### src/rtl/ldst_pkg.sv
package ldst_pkg;

    localparam int XLEN     = 32;
    localparam int NREG     = 8;
    localparam int RIDX_W   = $clog2(NREG);
    localparam int NIB_W    = 4;
    localparam int SCALE_SH = 2;

    localparam logic [NIB_W-1:0] OPC_LD_IMM = 4'h0;
    localparam logic [NIB_W-1:0] OPC_LD_OFS = 4'h1;
    localparam logic [NIB_W-1:0] OPC_LD_IDX = 4'h2;
    localparam logic [NIB_W-1:0] OPC_ST_OFS = 4'h3;
    localparam logic [NIB_W-1:0] OPC_ST_IDX = 4'h4;

    typedef enum logic [1:0] {
        K_NONE,
        K_IMM,
        K_LOAD,
        K_STORE
    } kind_e;

    typedef enum logic [1:0] {
        ST_IDLE,
        ST_STORE,
        ST_LD_REQ,
        ST_LD_WAIT
    } state_e;

    typedef struct packed {
        kind_e             kind;
        logic              indexed;
        logic [RIDX_W-1:0] base_sel;
        logic [RIDX_W-1:0] idx_sel;
        logic [RIDX_W-1:0] data_sel;
        logic [RIDX_W-1:0] dest_sel;
        logic [NIB_W-1:0]  offset;
    } dec_t;

    function automatic logic [RIDX_W-1:0] reg_of(input logic [NIB_W-1:0] nib);
        return nib[RIDX_W-1:0];
    endfunction

    function automatic logic [XLEN-1:0] scale_word(input logic [XLEN-1:0] v);
        return v << SCALE_SH;
    endfunction

endpackage

### src/rtl/ldst_decode.sv
module ldst_decode
    import ldst_pkg::*;
(
    input  logic [NIB_W-1:0] opcode,
    input  logic [NIB_W-1:0] nib_a,
    input  logic [NIB_W-1:0] nib_b,
    input  logic [NIB_W-1:0] nib_c,
    output dec_t             dec
);

    logic unused_hi;
    assign unused_hi = nib_c[NIB_W-1];

    always_comb begin
        dec = '0;
        dec.kind = K_NONE;
        unique case (opcode)
            OPC_LD_IMM: begin
                dec.kind     = K_IMM;
                dec.dest_sel = reg_of(nib_a);
            end
            OPC_LD_OFS: begin
                dec.kind     = K_LOAD;
                dec.offset   = nib_a;
                dec.base_sel = reg_of(nib_b);
                dec.dest_sel = reg_of(nib_c);
            end
            OPC_LD_IDX: begin
                dec.kind     = K_LOAD;
                dec.indexed  = 1'b1;
                dec.base_sel = reg_of(nib_a);
                dec.idx_sel  = reg_of(nib_b);
                dec.dest_sel = reg_of(nib_c);
            end
            OPC_ST_OFS: begin
                dec.kind     = K_STORE;
                dec.data_sel = reg_of(nib_a);
                dec.offset   = nib_b;
                dec.base_sel = reg_of(nib_c);
            end
            OPC_ST_IDX: begin
                dec.kind     = K_STORE;
                dec.indexed  = 1'b1;
                dec.data_sel = reg_of(nib_a);
                dec.base_sel = reg_of(nib_b);
                dec.idx_sel  = reg_of(nib_c);
            end
            default: dec.kind = K_NONE;
        endcase
    end

endmodule

### src/rtl/ldst_regfile.sv
module ldst_regfile #(
    parameter int NREG   = 8,
    parameter int XLEN   = 32,
    localparam int RIDX_W = $clog2(NREG)
) (
    input  logic              clk,
    input  logic              rst,
    input  logic              wr_en,
    input  logic [RIDX_W-1:0] wr_sel,
    input  logic [XLEN-1:0]   wr_val,
    input  logic [RIDX_W-1:0] rd_sel0,
    input  logic [RIDX_W-1:0] rd_sel1,
    input  logic [RIDX_W-1:0] rd_sel2,
    output logic [XLEN-1:0]   rd_val0,
    output logic [XLEN-1:0]   rd_val1,
    output logic [XLEN-1:0]   rd_val2
);

    logic [XLEN-1:0] regs [NREG];
    logic [NREG-1:0] hit;

    for (genvar g = 0; g < NREG; g++) begin : g_sel
        assign hit[g] = wr_en && (wr_sel == RIDX_W'(g));
    end

    always_ff @(posedge clk) begin
        for (int i = 0; i < NREG; i++) begin
            if (rst) begin
                regs[i] <= '0;
            end else if (hit[i]) begin
                regs[i] <= wr_val;
            end
        end
    end

    assign rd_val0 = regs[rd_sel0];
    assign rd_val1 = regs[rd_sel1];
    assign rd_val2 = regs[rd_sel2];

endmodule

### src/rtl/ldst_addr.sv
module ldst_addr
    import ldst_pkg::*;
#(
    parameter int AW = XLEN,
    parameter int OW = NIB_W
) (
    input  logic [AW-1:0] base,
    input  logic [AW-1:0] index,
    input  logic [OW-1:0] offset,
    input  logic          indexed,
    output logic [AW-1:0] addr
);

    logic [AW-1:0] disp;

    always_comb begin
        if (indexed) begin
            disp = scale_word(index);
        end else begin
            disp = scale_word({{(AW-OW){1'b0}}, offset});
        end
    end

    assign addr = base + disp;

endmodule

### src/rtl/ldst_agu.sv
module ldst_agu
    import ldst_pkg::*;
(
    input  logic             clk,
    input  logic             rst,
    input  logic             op_valid,
    input  logic [NIB_W-1:0] op_code,
    input  logic [NIB_W-1:0] op_a,
    input  logic [NIB_W-1:0] op_b,
    input  logic [NIB_W-1:0] op_c,
    input  logic [XLEN-1:0]  op_imm,
    input  logic [XLEN-1:0]  mem_rdata,
    output logic             busy,
    output logic             done,
    output logic             mem_req,
    output logic             mem_we,
    output logic [XLEN-1:0]  mem_addr,
    output logic [XLEN-1:0]  mem_wdata
);

    dec_t              dec;
    state_e            state;
    logic              accept;
    logic [XLEN-1:0]   base_val, idx_val, data_val, ea;
    logic              rf_we;
    logic [RIDX_W-1:0] rf_wsel, dest_q;
    logic [XLEN-1:0]   rf_wval;

    ldst_decode u_dec (
        .opcode (op_code),
        .nib_a  (op_a),
        .nib_b  (op_b),
        .nib_c  (op_c),
        .dec    (dec)
    );

    assign accept = op_valid && (state == ST_IDLE);

    // one write port shared by immediate loads and memory loads
    always_comb begin
        if (state == ST_LD_WAIT) begin
            rf_we   = 1'b1;
            rf_wsel = dest_q;
            rf_wval = mem_rdata;
        end else begin
            rf_we   = accept && (dec.kind == K_IMM);
            rf_wsel = dec.dest_sel;
            rf_wval = op_imm;
        end
    end

    ldst_regfile #(.NREG(NREG), .XLEN(XLEN)) u_rf (
        .clk     (clk),
        .rst     (rst),
        .wr_en   (rf_we),
        .wr_sel  (rf_wsel),
        .wr_val  (rf_wval),
        .rd_sel0 (dec.base_sel),
        .rd_sel1 (dec.idx_sel),
        .rd_sel2 (dec.data_sel),
        .rd_val0 (base_val),
        .rd_val1 (idx_val),
        .rd_val2 (data_val)
    );

    ldst_addr #(.AW(XLEN), .OW(NIB_W)) u_addr (
        .base    (base_val),
        .index   (idx_val),
        .offset  (dec.offset),
        .indexed (dec.indexed),
        .addr    (ea)
    );

    always_ff @(posedge clk) begin
        if (rst) begin
            state     <= ST_IDLE;
            mem_req   <= 1'b0;
            mem_we    <= 1'b0;
            mem_addr  <= '0;
            mem_wdata <= '0;
            done      <= 1'b0;
            dest_q    <= '0;
        end else begin
            mem_req <= 1'b0;
            mem_we  <= 1'b0;
            done    <= 1'b0;
            unique case (state)
                ST_IDLE: begin
                    if (accept) begin
                        unique case (dec.kind)
                            K_IMM: done <= 1'b1;
                            K_LOAD: begin
                                mem_req  <= 1'b1;
                                mem_addr <= ea;
                                dest_q   <= dec.dest_sel;
                                state    <= ST_LD_REQ;
                            end
                            K_STORE: begin
                                mem_req   <= 1'b1;
                                mem_we    <= 1'b1;
                                mem_addr  <= ea;
                                mem_wdata <= data_val;
                                state     <= ST_STORE;
                            end
                            default: ;
                        endcase
                    end
                end
                ST_STORE: begin
                    done  <= 1'b1;
                    state <= ST_IDLE;
                end
                ST_LD_REQ: state <= ST_LD_WAIT;
                ST_LD_WAIT: begin
                    done  <= 1'b1;
                    state <= ST_IDLE;
                end
                default: state <= ST_IDLE;
            endcase
        end
    end

    assign busy = (state != ST_IDLE);

    assert_req_single_R9: assert property (@(posedge clk) disable iff (rst)
        mem_req |=> !mem_req);

    assert_req_in_busy_R9: assert property (@(posedge clk) disable iff (rst)
        mem_req |-> busy);

    assert_done_apart_R9: assert property (@(posedge clk) disable iff (rst)
        done |-> !mem_req);

    assert_store_done_R8: assert property (@(posedge clk) disable iff (rst)
        (mem_req && mem_we) |=> (done && !busy));

    assert_load_done_R7: assert property (@(posedge clk) disable iff (rst)
        (mem_req && !mem_we) |=> (busy && !done) ##1 done);

endmodule

### config.mk
export PLATFORM = sky130hd
export DESIGN_NAME = ldst_agu
export DESIGN_NICKNAME = d
export VERILOG_FILES = /design/src/rtl/ldst_pkg.sv /design/src/rtl/ldst_decode.sv /design/src/rtl/ldst_regfile.sv /design/src/rtl/ldst_addr.sv /design/src/rtl/ldst_agu.sv
export SDC_FILE = /design/constraint.sdc
export NUM_CORES = 1
export LEC_CHECK = 0
export BUFFER_PORTS_ARGS = -buffer_cell sky130_fd_sc_hd__buf_2
export CAP_MARGIN = 0
export CELL_PAD_IN_SITES_DETAIL_PLACEMENT = 0
export CELL_PAD_IN_SITES_GLOBAL_PLACEMENT = 1
export CORE_AREA = 2 2 208 210
export DETAILED_ROUTE_END_ITERATION = 7
export DIE_AREA = 0 0 210 212
export HOLD_SLACK_MARGIN = 0.06
export PLACE_DENSITY = 0.84
export SYNTH_ARGS = -nofsm -noshare
export SYNTH_HDL_FRONTEND = slang
export SYNTH_HIERARCHICAL = 1
export SYNTH_SLANG_ARGS = --single-unit
### constraint.sdc
create_clock -name clk -period 5.8 [get_ports clk]
set_input_delay 0.29 -clock clk [delete_from_list [all_inputs] [get_ports clk]]
set_output_delay 0.29 -clock clk [all_outputs]
set_load 0.02 [all_outputs]
# == Word-level counts from Yosys, hierarchy flattened ==
# Memory sizes are Yosys's and may differ from the RTL's. A register that Yosys moved wholly into a read port is not among the register bits.
# Index checks and enable logic that the tools add are counted.
# word_totals
reg_bits,40
in_bits,83
n_memories,1
out_inout_bits,68
ramBits,256
elab_cells,115
# mem_list
memory,depth,width,read_ports,rd_clocked_by_memory_dff,write_ports,line_no,text
u_rf.regs,8,32,3,1,8,ldst_regfile.sv:19,logic [XLEN-1:0] regs [NREG];
# op_classes
mux,53
eq_ne,19
reduce_logical,25
n_bitwise,10
addsub,1
# op_table
cell,count
two-way mux 32 bit,10
adder 32 bit,1
two-way mux 1 bit,32
equality test 3 bit (second input constant),4
case mux 2 bit (3 select lines),2
case mux 3 bit (2 select lines),2
OR reduction 2 bit,6
logical AND 1 bit,10
case mux 3 bit (3 select lines),1
AND reduction 3 bit,3
equality test 2 bit (second input constant),4
equality test 4 x 2 -> 1 bit (second input constant),2
OR 1 bit,8
case mux 4 bit (2 select lines),1
equality test 3 x 2 -> 1 bit (second input constant),2
two-way mux 3 bit,2
equality test 2 x 1 -> 1 bit (second input constant),2
equality test 4 x 1 -> 1 bit (second input constant),1
equality test 4 x 3 -> 1 bit (second input constant),1
logical NOT 4 bit,1
case mux 2 bit (2 select lines),1
equality test 3 x 1 -> 1 bit (second input constant),1
logical NOT 3 bit,1
inequality test 3 x 1 -> 1 bit (second input constant),1
other kinds (8),9

# == Longest topological paths before layout ==
# logic_depth
depth_word,11
ltp_mapped,21
depth_no_buf,18

# == Cells and area by module ==
# The synthesis kept the hierarchy.
# modules_own_cells
module,n_inst,area_each_um2,seq_area_each_um2,cells_each
ldst_regfile,1,15663.8,7687.4,958
ldst_agu,1,3284.4,1441.4,352
ldst_addr,1,1889.3,0.0,266
ldst_decode,1,402.9,0.0,57

# == Worst setup path after synthesis ==
# OpenSTA, ideal clock, no wires.
# synth_timing
path_type,input to register
start,input op_code[2]
end,register mem_addr[27]
path_stages,19
required_ps,5730
setup_time_ps,70
setup_slack_ps,1676
arrival_time_ps,4054
n_path_buf,3
cell_sequence,buf_6 > nor2b_1 > a22oi_1 > nor3_1 > buf_6 > buf_6 > mux4_1 > mux2_2 > and2_1 > ha_1 > a21o_1 > a31o_1 > o21ai_4 > a2111oi_4 > o21a_1 > or4_1 > o311ai_1 > nand2_1 > a21oi_1
# synth_lines
item,line_no,text
start: declaration,ldst_agu.sv:7,"input logic [NIB_W-1:0] op_code,"
end signal: assignment,ldst_agu.sv:79,mem_addr <= '0;
end signal: assignment,ldst_agu.sv:94,mem_addr <= ea;
end signal: assignment,ldst_agu.sv:101,mem_addr <= ea;
end: declaration,ldst_agu.sv:17,"output logic [XLEN-1:0] mem_addr,"

==> flow_metrics.py <==
metrics = {
    "run_status": {
        "outcome": "complete, no violations",
    },
    "yosys": {
        "synth_nets": 1740,
        "synth_area_per_cell_um2": 13.0,
        "synthesis.area_um2": 21100,
        "yosys_warnings": 6,
        "syn_inst": 1627,
    },
    "timing": {
        "timing.fmax_ghz": 0.214,
        "final.setup.tns_ps": 0,
        "maxSlewViolCount": 0,
        "fin_crit_ps": 4670,
        "worstMarginPinSlew_ps": 1120,
        "hold_violations": 0,
        "fin_skew_ps": 13.3,
        "rsz0062_at_grt": "false",
        "fin_crit_sh_pct": 80.6,
        "setup_slack_ps": 1130,
        "maxSlewHeadroom_pct": 25.1,
        "setup_viol_count_final": 0,
    },
    "clocking": {
        "cts_max_path_buffers": 3,
        "tritoncts": "yes",
        "clkSinkCount": 328,
        "cts_setup_buffers": 0,
        "clkLatencyLatePin_ps": 530,
        "cts_buffers": 36,
        "clk_pin_slew_worst_paths_ps": 60,
        "cts_resized": 0,
        "hold_buffers": 0,
        "htreeDepth": 2,
        "cts_root_buffer": "clkbuf_16",
    },
    "global_route": {
        "grt_overflow_total": 0,
        "grt_pass1_vias": 14700,
        "grt_antenna_before_repair": 1,
        "grt_max_degree": 129,
        "groute.usage.overall_pct": 27.0,
        "grt_pass1_wl_mm": 90.5,
    },
    "finish": {
        "diodes": 0,
        "final_net_count": 1808,
        "fill_cells": 3422,
        "post-route-util_pct": 54.9,
        "finalInstanceArea_um2": 23400,
        "regArea_um2": 9130,
        "multi_input_area_um2": 11100,
        "synthToLayoutAreaGrowth_pct": 10.6,
        "layout-drive-gt1-share_pct": 28.2,
    },
    "routing": {
        "drt_iter0_drc": 1755,
        "first_pass_iters": 8,
        "ant_nets": 0,
        "wl_mm": 59.3,
        "avgViaCountPerCell": 6.54,
        "drc_errors": 0,
        "vias": 14800,
        "wl_per_cell_um": 26.1,
    },
    "floorplanning": {
        "initial_core_util_pct": 49.7,
        "core_area_um2": 42500,
        "rows": 76,
        "boundaryPins": 151,
        "fp.dieW_um": 210,
        "die_area_um2": 44500,
        "die_h_um": 212,
    },
    "placed_design": {
        "hpwl_mm": 36.8,
        "place.gp.congestion": 0.910,
        "place_area_um2": 22200,
        "portBuffers": 149,
        "place_ws_ps": 675,
    },
    "pwr": {
        "total_power_uw": 5760,
        "power.density_nw_per_um2": 247,
        "irDropWorstVdd_mv": 0.194,
        "p_leak_uw": 0.00836,
    },
    "critical_path": {
        "critPathKind": "in -> reg",
        "cp-start-kind": "primary input",
        "cp.required_ps": 6250,
        "cp_max_fo": 41,
        "cp-end-kind": "flop",
        "reg2reg_depth": 15,
        "critical_path_arrival_ps": 5130,
    },
    "job": {
        "maxCapViolations": 0,
    },
    "worst_hold_path": {
        "min_path_type": "in -> reg",
        "whs_path_depth": 3,
    },
}
sequential cells by signal, summed over array words and instances (netlist names):
register,cells
mem_addr,32
mem_wdata,32
mem_we,1
dest_q,3
done,1
state,2
u_rf/regs,256
mem_req,1
cell usage in the layout (no fill, tap or decap), types with 6 or more instances in the layout:
cell       count
a21o_1        13
o21bai_4       8
nor2_1        20
mux2i_1       37
and2_1        27
ha_1          29
nand3_1       14
nor3_1       269
nand2b_1      74
edfxtp_1     256
dfxtp_1       72
nand2_1       83
clkinv_1      36
nor2b_1        6
mux4_1       116
a21oi_1       66
mux2_2       130
inv_1         12
buf_4         35
mux4_2        72
xor2_1         9
o21ai_0       17
buf_2        148
xnor2_1       19
clkbuf_1      10
clkbuf_16     37
final timing paths:
check,slack [ps],from,endpoint
worst max-delay path,1130,op_code[2],mem_addr[27]$_SDFFE_PP0P_
worst min-delay path,110,op_valid,done$_SDFF_PP0_
worst max register to register,1880,u_rf/regs[6][0]$_SDFFCE_PN0P_,mem_addr[28]$_SDFFE_PP0P_
worst min register to register,450,mem_addr[2]$_SDFFE_PP0P_,mem_addr[2]$_SDFFE_PP0P_
where the power goes:
part | switching [uW] | leakage (uW) | internal, uW | total (uW)
combinational | 476 | 0.00454 | 342 | 819
sequential | 50.8 | 0.00325 | 2600 | 2660
clock | 934 | 0.000570 | 1350 | 2280
cell type report:
type	count	share of cell area, %
sequential	328	39.1
timing repair buffer	188	4.73
inverter	44	0.707
tap	546	2.93
clock inverter	14	0.696
multi-input combinational	1097	47.6
clock buffer	50	4.30
stage by stage:
step / instances / hold slack, ps
2_1_floorplan: 1627 / 451
3_3_place_gp: 2203 / 442
3_5_place_dp: 2203 / 446
4_1_cts: 2267 / 94.0
5_1_grt: 2267 / 128
6_report: 2267 / 111
critical path: stages:
cell	delay (ps)
buf_2	190
nor2b_1	300
a22oi_1	160
nor3_2	210
buf_12	360
buf_4	440
mux4_2	560
mux2_2	270
and2_1	160
ha_1	370
a21o_1	230
o21bai_1	170
a21oi_1	180
o21ai_0	180
o21a_1	250
or4_1	400
o311ai_1	170
nand2_1	100
a21oi_1	140
routing by layer:
| metal | GRT usage, % | up-vias | share of wire, % |
|---|---|---|---|
| met3 | 6.45 | 123 | 10 |
| met2 | 43.5 | 813 | 47 |
| met5 | 0 | - | 0.022 |
| met1 | 36.3 | 7347 | 40 |
| met4 | 8.58 | 2 | 2.9 |
| li1 | - | 6551 | - |
(Power assumes the default switching activity.)
